### config.mk
export PLATFORM = sky130hd
export DESIGN_NAME = zbt_ssram
export DESIGN_NICKNAME = d
export VERILOG_FILES = /design/src/rtl/zbt_pkg.sv /design/src/rtl/zbt_burst_ctrl.sv /design/src/rtl/zbt_data_path.sv /design/src/rtl/zbt_ssram.sv
export SDC_FILE = /design/constraint.sdc
export NUM_CORES = 2
export LEC_CHECK = 0
export BUFFER_PORTS_ARGS = -buffer_cell sky130_fd_sc_hd__buf_2
export CAP_MARGIN = 0
export CORE_MARGIN = 2
export CORE_UTILIZATION = 40
export CTS_CLUSTER_SIZE = 10
export DETAILED_ROUTE_END_ITERATION = 10
export PLACE_DENSITY_LB_ADDON = 0.2
export SLEW_MARGIN = 10
export SYNTH_ARGS = -nofsm -noshare
export SYNTH_HDL_FRONTEND = slang
export SYNTH_SLANG_ARGS = --single-unit
### constraint.sdc
create_clock -name clk -period 2 [get_ports clk]
set_input_delay 0 -clock clk [delete_from_list [all_inputs] [get_ports clk]]
set_output_delay 0 -clock clk [all_outputs]
set_load 0.05 [all_outputs]
### src/rtl/zbt_pkg.sv
package zbt_pkg;

    localparam int LANE_W = 9;
    localparam int LANES  = 4;
    localparam int WORD_W = LANE_W * LANES;

    typedef enum logic {
        OP_WRITE = 1'b0,
        OP_READ  = 1'b1
    } op_e;

    typedef struct packed {
        logic             valid;
        op_e              op;
        logic [LANES-1:0] lane_en;
    } cmd_t;

    // Low address bits for beat number step of a burst that started at start.
    function automatic logic [1:0] beat_offset(input logic [1:0] start,
                                               input logic [1:0] step,
                                               input logic       linear);
        return linear ? (start + step) : (start ^ step);
    endfunction

endpackage

### src/rtl/zbt_burst_ctrl.sv
module zbt_burst_ctrl
    import zbt_pkg::*;
#(
    parameter int ADDR_W = 6
) (
    input  logic              clk,
    input  logic              rst,
    input  logic              cen_n,
    input  logic              adv_ld,
    input  logic              rw,
    input  logic              chip_sel,
    input  logic              linear,
    input  logic [ADDR_W-1:0] addr,
    input  logic [LANES-1:0]  bw_n,
    output cmd_t              issue_cmd,
    output logic [ADDR_W-1:0] issue_addr
);

    logic [ADDR_W-1:0] base_q;
    logic [1:0]        cnt_q;
    logic [1:0]        cnt_nxt;
    op_e               op_q;
    logic              active_q;
    logic              lin_q;

    assign cnt_nxt = cnt_q + 2'd1;

    always_comb begin
        issue_cmd.lane_en = ~bw_n;
        if (!adv_ld) begin
            issue_cmd.valid = chip_sel;
            issue_cmd.op    = rw ? OP_READ : OP_WRITE;
            issue_addr      = addr;
        end else begin
            issue_cmd.valid = active_q;
            issue_cmd.op    = op_q;
            issue_addr      = {base_q[ADDR_W-1:2], beat_offset(base_q[1:0], cnt_nxt, lin_q)};
        end
    end

    always_ff @(posedge clk) begin
        if (rst) begin
            base_q   <= '0;
            cnt_q    <= 2'd0;
            op_q     <= OP_READ;
            active_q <= 1'b0;
            lin_q    <= 1'b1;
        end else if (!cen_n) begin
            if (!adv_ld) begin
                base_q   <= addr;
                cnt_q    <= 2'd0;
                op_q     <= rw ? OP_READ : OP_WRITE;
                active_q <= chip_sel;
                lin_q    <= linear;
            end else if (active_q) begin
                cnt_q <= cnt_nxt;
            end
        end
    end


    burst_upper_fixed_chk: assert property (@(posedge clk) disable iff (rst)
        (adv_ld && active_q) |-> (issue_addr[ADDR_W-1:2] == base_q[ADDR_W-1:2]));


    load_restarts_count_chk: assert property (@(posedge clk) disable iff (rst)
        (!cen_n && !adv_ld) |=> (cnt_q == 2'd0));

endmodule

### src/rtl/zbt_data_path.sv
module zbt_data_path
    import zbt_pkg::*;
#(
    parameter int ADDR_W = 6
) (
    input  logic              clk,
    input  logic              rst,
    input  logic              cen_n,
    input  cmd_t              issue_cmd,
    input  logic [ADDR_W-1:0] issue_addr,
    input  logic [WORD_W-1:0] din,
    input  logic              oe_n,
    output logic [WORD_W-1:0] dout,
    output logic              dout_en
);

    localparam int DEPTH = 1 << ADDR_W;

    cmd_t              stg_q;
    logic [ADDR_W-1:0] stg_addr_q;
    logic [WORD_W-1:0] mem [DEPTH];

    always_ff @(posedge clk) begin
        if (rst) begin
            stg_q      <= '0;
            stg_addr_q <= '0;
        end else if (!cen_n) begin
            stg_q      <= issue_cmd;
            stg_addr_q <= issue_addr;
        end
    end

    always_ff @(posedge clk) begin
        if (!rst && !cen_n && stg_q.valid && stg_q.op == OP_WRITE) begin
            for (int l = 0; l < LANES; l++) begin
                if (stg_q.lane_en[l]) begin
                    mem[stg_addr_q][l*LANE_W +: LANE_W] <= din[l*LANE_W +: LANE_W];
                end
            end
        end
    end

    assign dout    = mem[stg_addr_q];
    assign dout_en = stg_q.valid && (stg_q.op == OP_READ) && !oe_n;


    stall_holds_stage_chk: assert property (@(posedge clk) disable iff (rst)
        cen_n |=> ($stable(stg_q) && $stable(stg_addr_q)));

endmodule

### src/rtl/zbt_ssram.sv
module zbt_ssram
    import zbt_pkg::*;
#(
    parameter int ADDR_W = 6
) (
    input  logic              clk,
    input  logic              rst,
    input  logic              cen_n,
    input  logic              adv_ld,
    input  logic              rw,
    input  logic              ce1_n,
    input  logic              ce2,
    input  logic              ce3_n,
    input  logic              burst_linear,
    input  logic [ADDR_W-1:0] addr,
    input  logic [3:0]        bw_n,
    input  logic [35:0]       din,
    input  logic              oe_n,
    output logic [35:0]       dout,
    output logic              dout_en
);

    logic              chip_sel;
    cmd_t              issue_cmd;
    logic [ADDR_W-1:0] issue_addr;

    assign chip_sel = !ce1_n && ce2 && !ce3_n;

    zbt_burst_ctrl #(.ADDR_W(ADDR_W)) u_ctrl (
        .clk        (clk),
        .rst        (rst),
        .cen_n      (cen_n),
        .adv_ld     (adv_ld),
        .rw         (rw),
        .chip_sel   (chip_sel),
        .linear     (burst_linear),
        .addr       (addr),
        .bw_n       (bw_n),
        .issue_cmd  (issue_cmd),
        .issue_addr (issue_addr)
    );

    zbt_data_path #(.ADDR_W(ADDR_W)) u_data (
        .clk        (clk),
        .rst        (rst),
        .cen_n      (cen_n),
        .issue_cmd  (issue_cmd),
        .issue_addr (issue_addr),
        .din        (din),
        .oe_n       (oe_n),
        .dout       (dout),
        .dout_en    (dout_en)
    );


    deselect_quiet_chk: assert property (@(posedge clk) disable iff (rst)
        (!cen_n && !adv_ld && !chip_sel) |=> !dout_en);


    write_quiet_chk: assert property (@(posedge clk) disable iff (rst)
        (!cen_n && !adv_ld && chip_sel && !rw) |=> !dout_en);

endmodule

## After elaboration in Yosys (flattened, before gate mapping)

Memory sizes are Yosys's and may differ from the RTL's. A register that Yosys moved wholly into a read port is not among the register bits.
Index checks and enable logic that the tools add are counted.

- Bits of input ports: 56
- Word-level logic and storage cells: 52
- Memory bits (writable): 2304
- Output and inout port bits: 37
- Memories kept: 1
- Register bits: 23

Memories:

| name | depth | width | rd ports | clocked after memory_dff | wr ports | RTL line | RTL |
|---|---|---|---|---|---|---|---|
| u_data.mem | 64 | 36 | 1 | 1 | 1 | zbt_data_path.sv:21 | `logic [WORD_W-1:0] mem [DEPTH];` |

- Bitwise logic cells: 5
- Mux-type cells: 20
- Reductions and logical operators: 14
- $add $sub $neg: 2
- Equality and inequality tests: 1

Operators with widths:

| kind | number |
|---|---|
| 6-bit two-way mux | 3 |
| 1-bit two-way mux | 13 |
| 2-bit two-way mux | 4 |
| 1-bit logical AND | 7 |
| 1-bit logical NOT | 5 |
| 4-bit NOT | 1 |
| 2-bit AND reduction | 2 |
| 1-bit NOT | 3 |
| 2-bit by 1-bit adder with 2-bit output, second input constant | 1 |
| 2-bit adder | 1 |
| 2-bit by 1-bit != test with 1-bit output, second input constant | 1 |
| 2-bit XOR | 1 |

## Logic depth before layout (Yosys ltp)

- Depth in word-level cells: 6
- Mapped depth: 11
- Mapped depth without buffers: 7

## Modules after synthesis

Synthesis repeated with hierarchy kept, for this count alone.

- Cells, all modules: 4312
- Area total of the unflattened synthesis: 90057.6 um^2

Modules (own cells, without submodules):

| module | cells an instance | sequential area each (um^2) | instances | area an instance (um^2) |
|---|---|---|---|---|
| zbt_data_path | 4241 | 69546.7 | 1 | 89467.1 |
| zbt_burst_ctrl | 70 | 220.2 | 1 | 578.1 |
| zbt_ssram | 1 | 0.0 | 1 | 12.5 |

## Least setup slack after synthesis

No wires, ideal clock.

- Kind: register to output
- From: register (tool-made name)
- To: output dout[0]
- Data required time: 2.000 ns
- Path buffers: 4
- Arrival: 2.972 ns
- Stages on the path, launching flop included: 10
- Path slack: -0.972 ns
- Cells stage by stage: dfxtp_1 -> buf_4 -> buf_4 -> buf_6 -> inv_2 -> buf_2 -> nand2_1 -> a32oi_1 -> o311ai_0 -> nor4_1

RTL lines:

| what | RTL line | RTL |
|---|---|---|
| end: declaration | zbt_ssram.sv:19 | `output logic [35:0] dout,` |

==> results.yml <==
power_and_ir_drop:
  power_frac_comb_pct: 8.1
  seq_power_share_pct: 50.3
  switching_share_pct: 21.6
  p_int_mw: 83.9
  ir_drop_uv: 835
  switching_power_mw: 23.1
  power_density_nw_per_um2: 925
  leakage_nw: 37.2
  clkPwrFrac_pct: 41.6
floorplan:
  ios: 93
  core_area_um2: 223000
  fp.dieH_um: 478
  die_area_um2: 228000
  rows: 173
  die_width_um: 478
  start_util_pct: 40.3
worst_setup_path:
  cp-end-kind: "output pin"
  cpMaxStageDelayCell: "mux4_2"
  slowest_delay_ns: 0.50
  critPathMaxFanout: 6
  arrival_ns: 3.48
  worstPathRequired_ns: 2.00
  cpMostUsedCell: "buf_12"
  crit_type: "register to output pin"
  critical_path_buf_inv_count: 6
  startpoint_type: "register"
  r2r-start: "u_data.stg_addr_q[4]$_SDFFE_PP0N_"
  path_cells: "buf_12, buf_12, buf_12, mux4_2, mux4_2, nor2b_1, buf_4, nor4_4, buf_12, buf_12"
  critical_path.top_delay_family: "multiplexers"
cells_and_area:
  final_common_cell: "edfxtp_1"
  drive_above_1_share_pct: 43.1
  syn2layout_area_growth_pct: 28.8
  final_area_um2: 116000
  fin_cells: 8422
  final_cell_mix: "edfxtp_1 (2,304), buf_4 (623), mux4_2 (561)"
  fill_cells: 17400
  final_nets: 5444
detailed_routing:
  viasPerCell: 5.76
  dr.pass1.iters: 6
  antenna_left: 0
  wl_mm: 273
  initialDrtViolationCount: 6196
  routedWlPerCell_um: 32.4
  vias: 48500
  drc: 0
logic_synthesis:
  avgSynthCellArea_um2: 21.6
  yosysWarnings: 0
  synthCells: 4165
  seq_area_frac_synth_pct: 77.6
  ys_ff_latch: 2333
  ys.flop_type: "edfxtp_1"
  syn_area_um2: 89900
  syn_nets: 4222
  synth-edff-count: 2304
  ys_types: 63
  async_flop_share_pct: 0
timing:
  whs_ns: 0.0839
  fmax_mhz: 287
  max_slew_margin_pct: 48.5
  fin_ws_ns: -1.48
  rsz0062_at_grt: "true"
  tightest_slew_ns: 0.773
  hold_violations: 0
  fin_crit_ns: 3.48
  fin_setup_tns_ns: -49.49
  setup_viol: 36
  slew_viol_final: 0
  clock_skew_ns: 0.0770
  fin_crit_sh_pct: 174
placement:
  port-buffer-count: 92
  place.gp.congestion: 0.887
  place_area_um2: 102000
  dpl.cell_count: 7796
  dpl.hpwl_mm: 178
  place_worst_setup_slack_ns: -1.01
clocking:
  cts_root_buf: "clkbuf_16"
  path_clk_slew_ns: 0.05
  cts_made_buffers: 287
  tritoncts: "done"
  clock_sinks: 2333
  clock_latency_ns: 0.95
  cts_max_path_buffers: 4
  htreeDepth: 5
global_route:
  grt_pass1_vias: 48100
  antenna_found_initial: 15
  grt.total_usage_pct: 23.5
  grt_pass1_wl_mm: 377
  grt_max_degree: 65
  overflow: 0
outcome:
  status: "complete, but fails checks"
  failed_checks: "negative setup slack"
worst_hold_path:
  holdCritStartpoint: "din[31]"
  min_path_type: "input pin to register"
flow_run:
  drv_cap: 0
-- layer usage --
| metal | track usage (%) | share of wire, % |
|---|---|---|
| met5 | 0 | 0.023 |
| met4 | 6.75 | 2.9 |
| met3 | 4.76 | 8.4 |
| met2 | 35.7 | 46 |
| met1 | 34.4 | 43 |
-- logic make-up after synthesis --
family / Yosys count / synth area share, %
buffers and inverters: 251 / 1.64
AO/OA/AOI/OAI: 320 / 2.43
AND/OR/NAND/NOR: 588 / 2.78
multiplexers: 669 / 15.5
XOR/XNOR: 3 / 0.0292
flip-flops: 2333 / 77.6
adder cells (fa/ha/maj): 1 / 0.0139
-- power by group through the flow --
stage,clock network [mW],logic [mW],registers (mW)
finish,44.5,8.69,53.8
global route,47.1,9.03,53.8
CTS,45.3,8.12,53.8
detailed placement,0,7.00,54.8
global placement,0,6.95,54.8
floorplan,0,3.46,54.8
-- cells in the mapped netlist (all sizes together), types with 2 or more instances --
cell type  instances  area (µm²)
nor4              28         175
nand2b            13        81.3
o211ai            13        97.6
buf              150        1090
o31ai              2        15.0
o21ai             34         170
a221oi            15         138
nor4b              3        26.3
clkbuf            97         369
mux2i             81         811
o221ai            25         219
a2111oi            4        45.0
or2                5        31.3
nor2             321        1200
edfxtp          2304       69200
nor3              19        95.1
a221o              9        90.1
a2bb2oi            9        78.8
and2               5        31.3
o311ai             2        17.5
o22ai            130         813
or4                2        15.0
a21oi             36         180
nand3b             3        22.5
a31oi             13        81.3
inv                2        7.50
and3               7        43.8
nand4              3        18.8
nand3              2        10.0
o22a              15         131
nor2b             10        62.6
xnor2              2        17.5
a211oi             7        52.6
dfxtp             29         581
a32oi              2        17.5
mux2              19         214
nand2            154         578
mux4             569       12900
and3b              4        35.0
nor3b              6        45.0
-- registers in the layout, summed over array words and instances (netlist names), named ones only --
name	count
u_data.mem	2304
u_ctrl.base_q	6
u_data.stg_addr_q	6
u_data.stg_q	6
u_ctrl.cnt_q	2
u_ctrl.active_q	1
u_ctrl.lin_q	1
u_ctrl.op_q	1
-- per-stage QoR --
stage | power (mW) | util [%]
2_1_floorplan | 58.2 | -
3_3_place_gp | 61.7 | 45.9
3_5_place_dp | 61.8 | 45.9
4_1_cts | 107 | 51.0
5_1_grt | 110 | 51.9
6_report | 107 | 51.9
-- cell type report --
cell class / count / area, µm² / share of cell area, %
tap: 2975 / 3720 / 3.22
timing repair buffer: 1181 / 13600 / 11.7
clock buffer: 332 / 7500 / 6.48
multi-input combinational: 1581 / 21000 / 18.1
inverter: 3 / 11.3 / 0.00973
antenna: 4 / 10.0 / 0.00865
clock inverter: 13 / 110 / 0.0952
sequential: 2333 / 69800 / 60.3
-- worst paths after layout --
path	slack, ns	end	depth (start not counted)
max reg2reg	0	u_data.mem[0][19]$_DFFE_PP_	7
max	-1.48	dout[16]	10
min	0.08	u_data.mem[41][31]$_DFFE_PP_	2
min reg2reg	0.55	u_data.stg_q[5]$_SDFFE_PP0N_	2
-- repair_timing --
action,in CTS,in global routing
gates cloned,17,16
setup endpoints to repair,868,1611
hold buffers,103,0
setup buffers,73,86
pin swaps,32,66
gates resized for setup,364,251
hold endpoints to repair,2333,0
No activity file was read; power rests on OpenSTA's default activity.
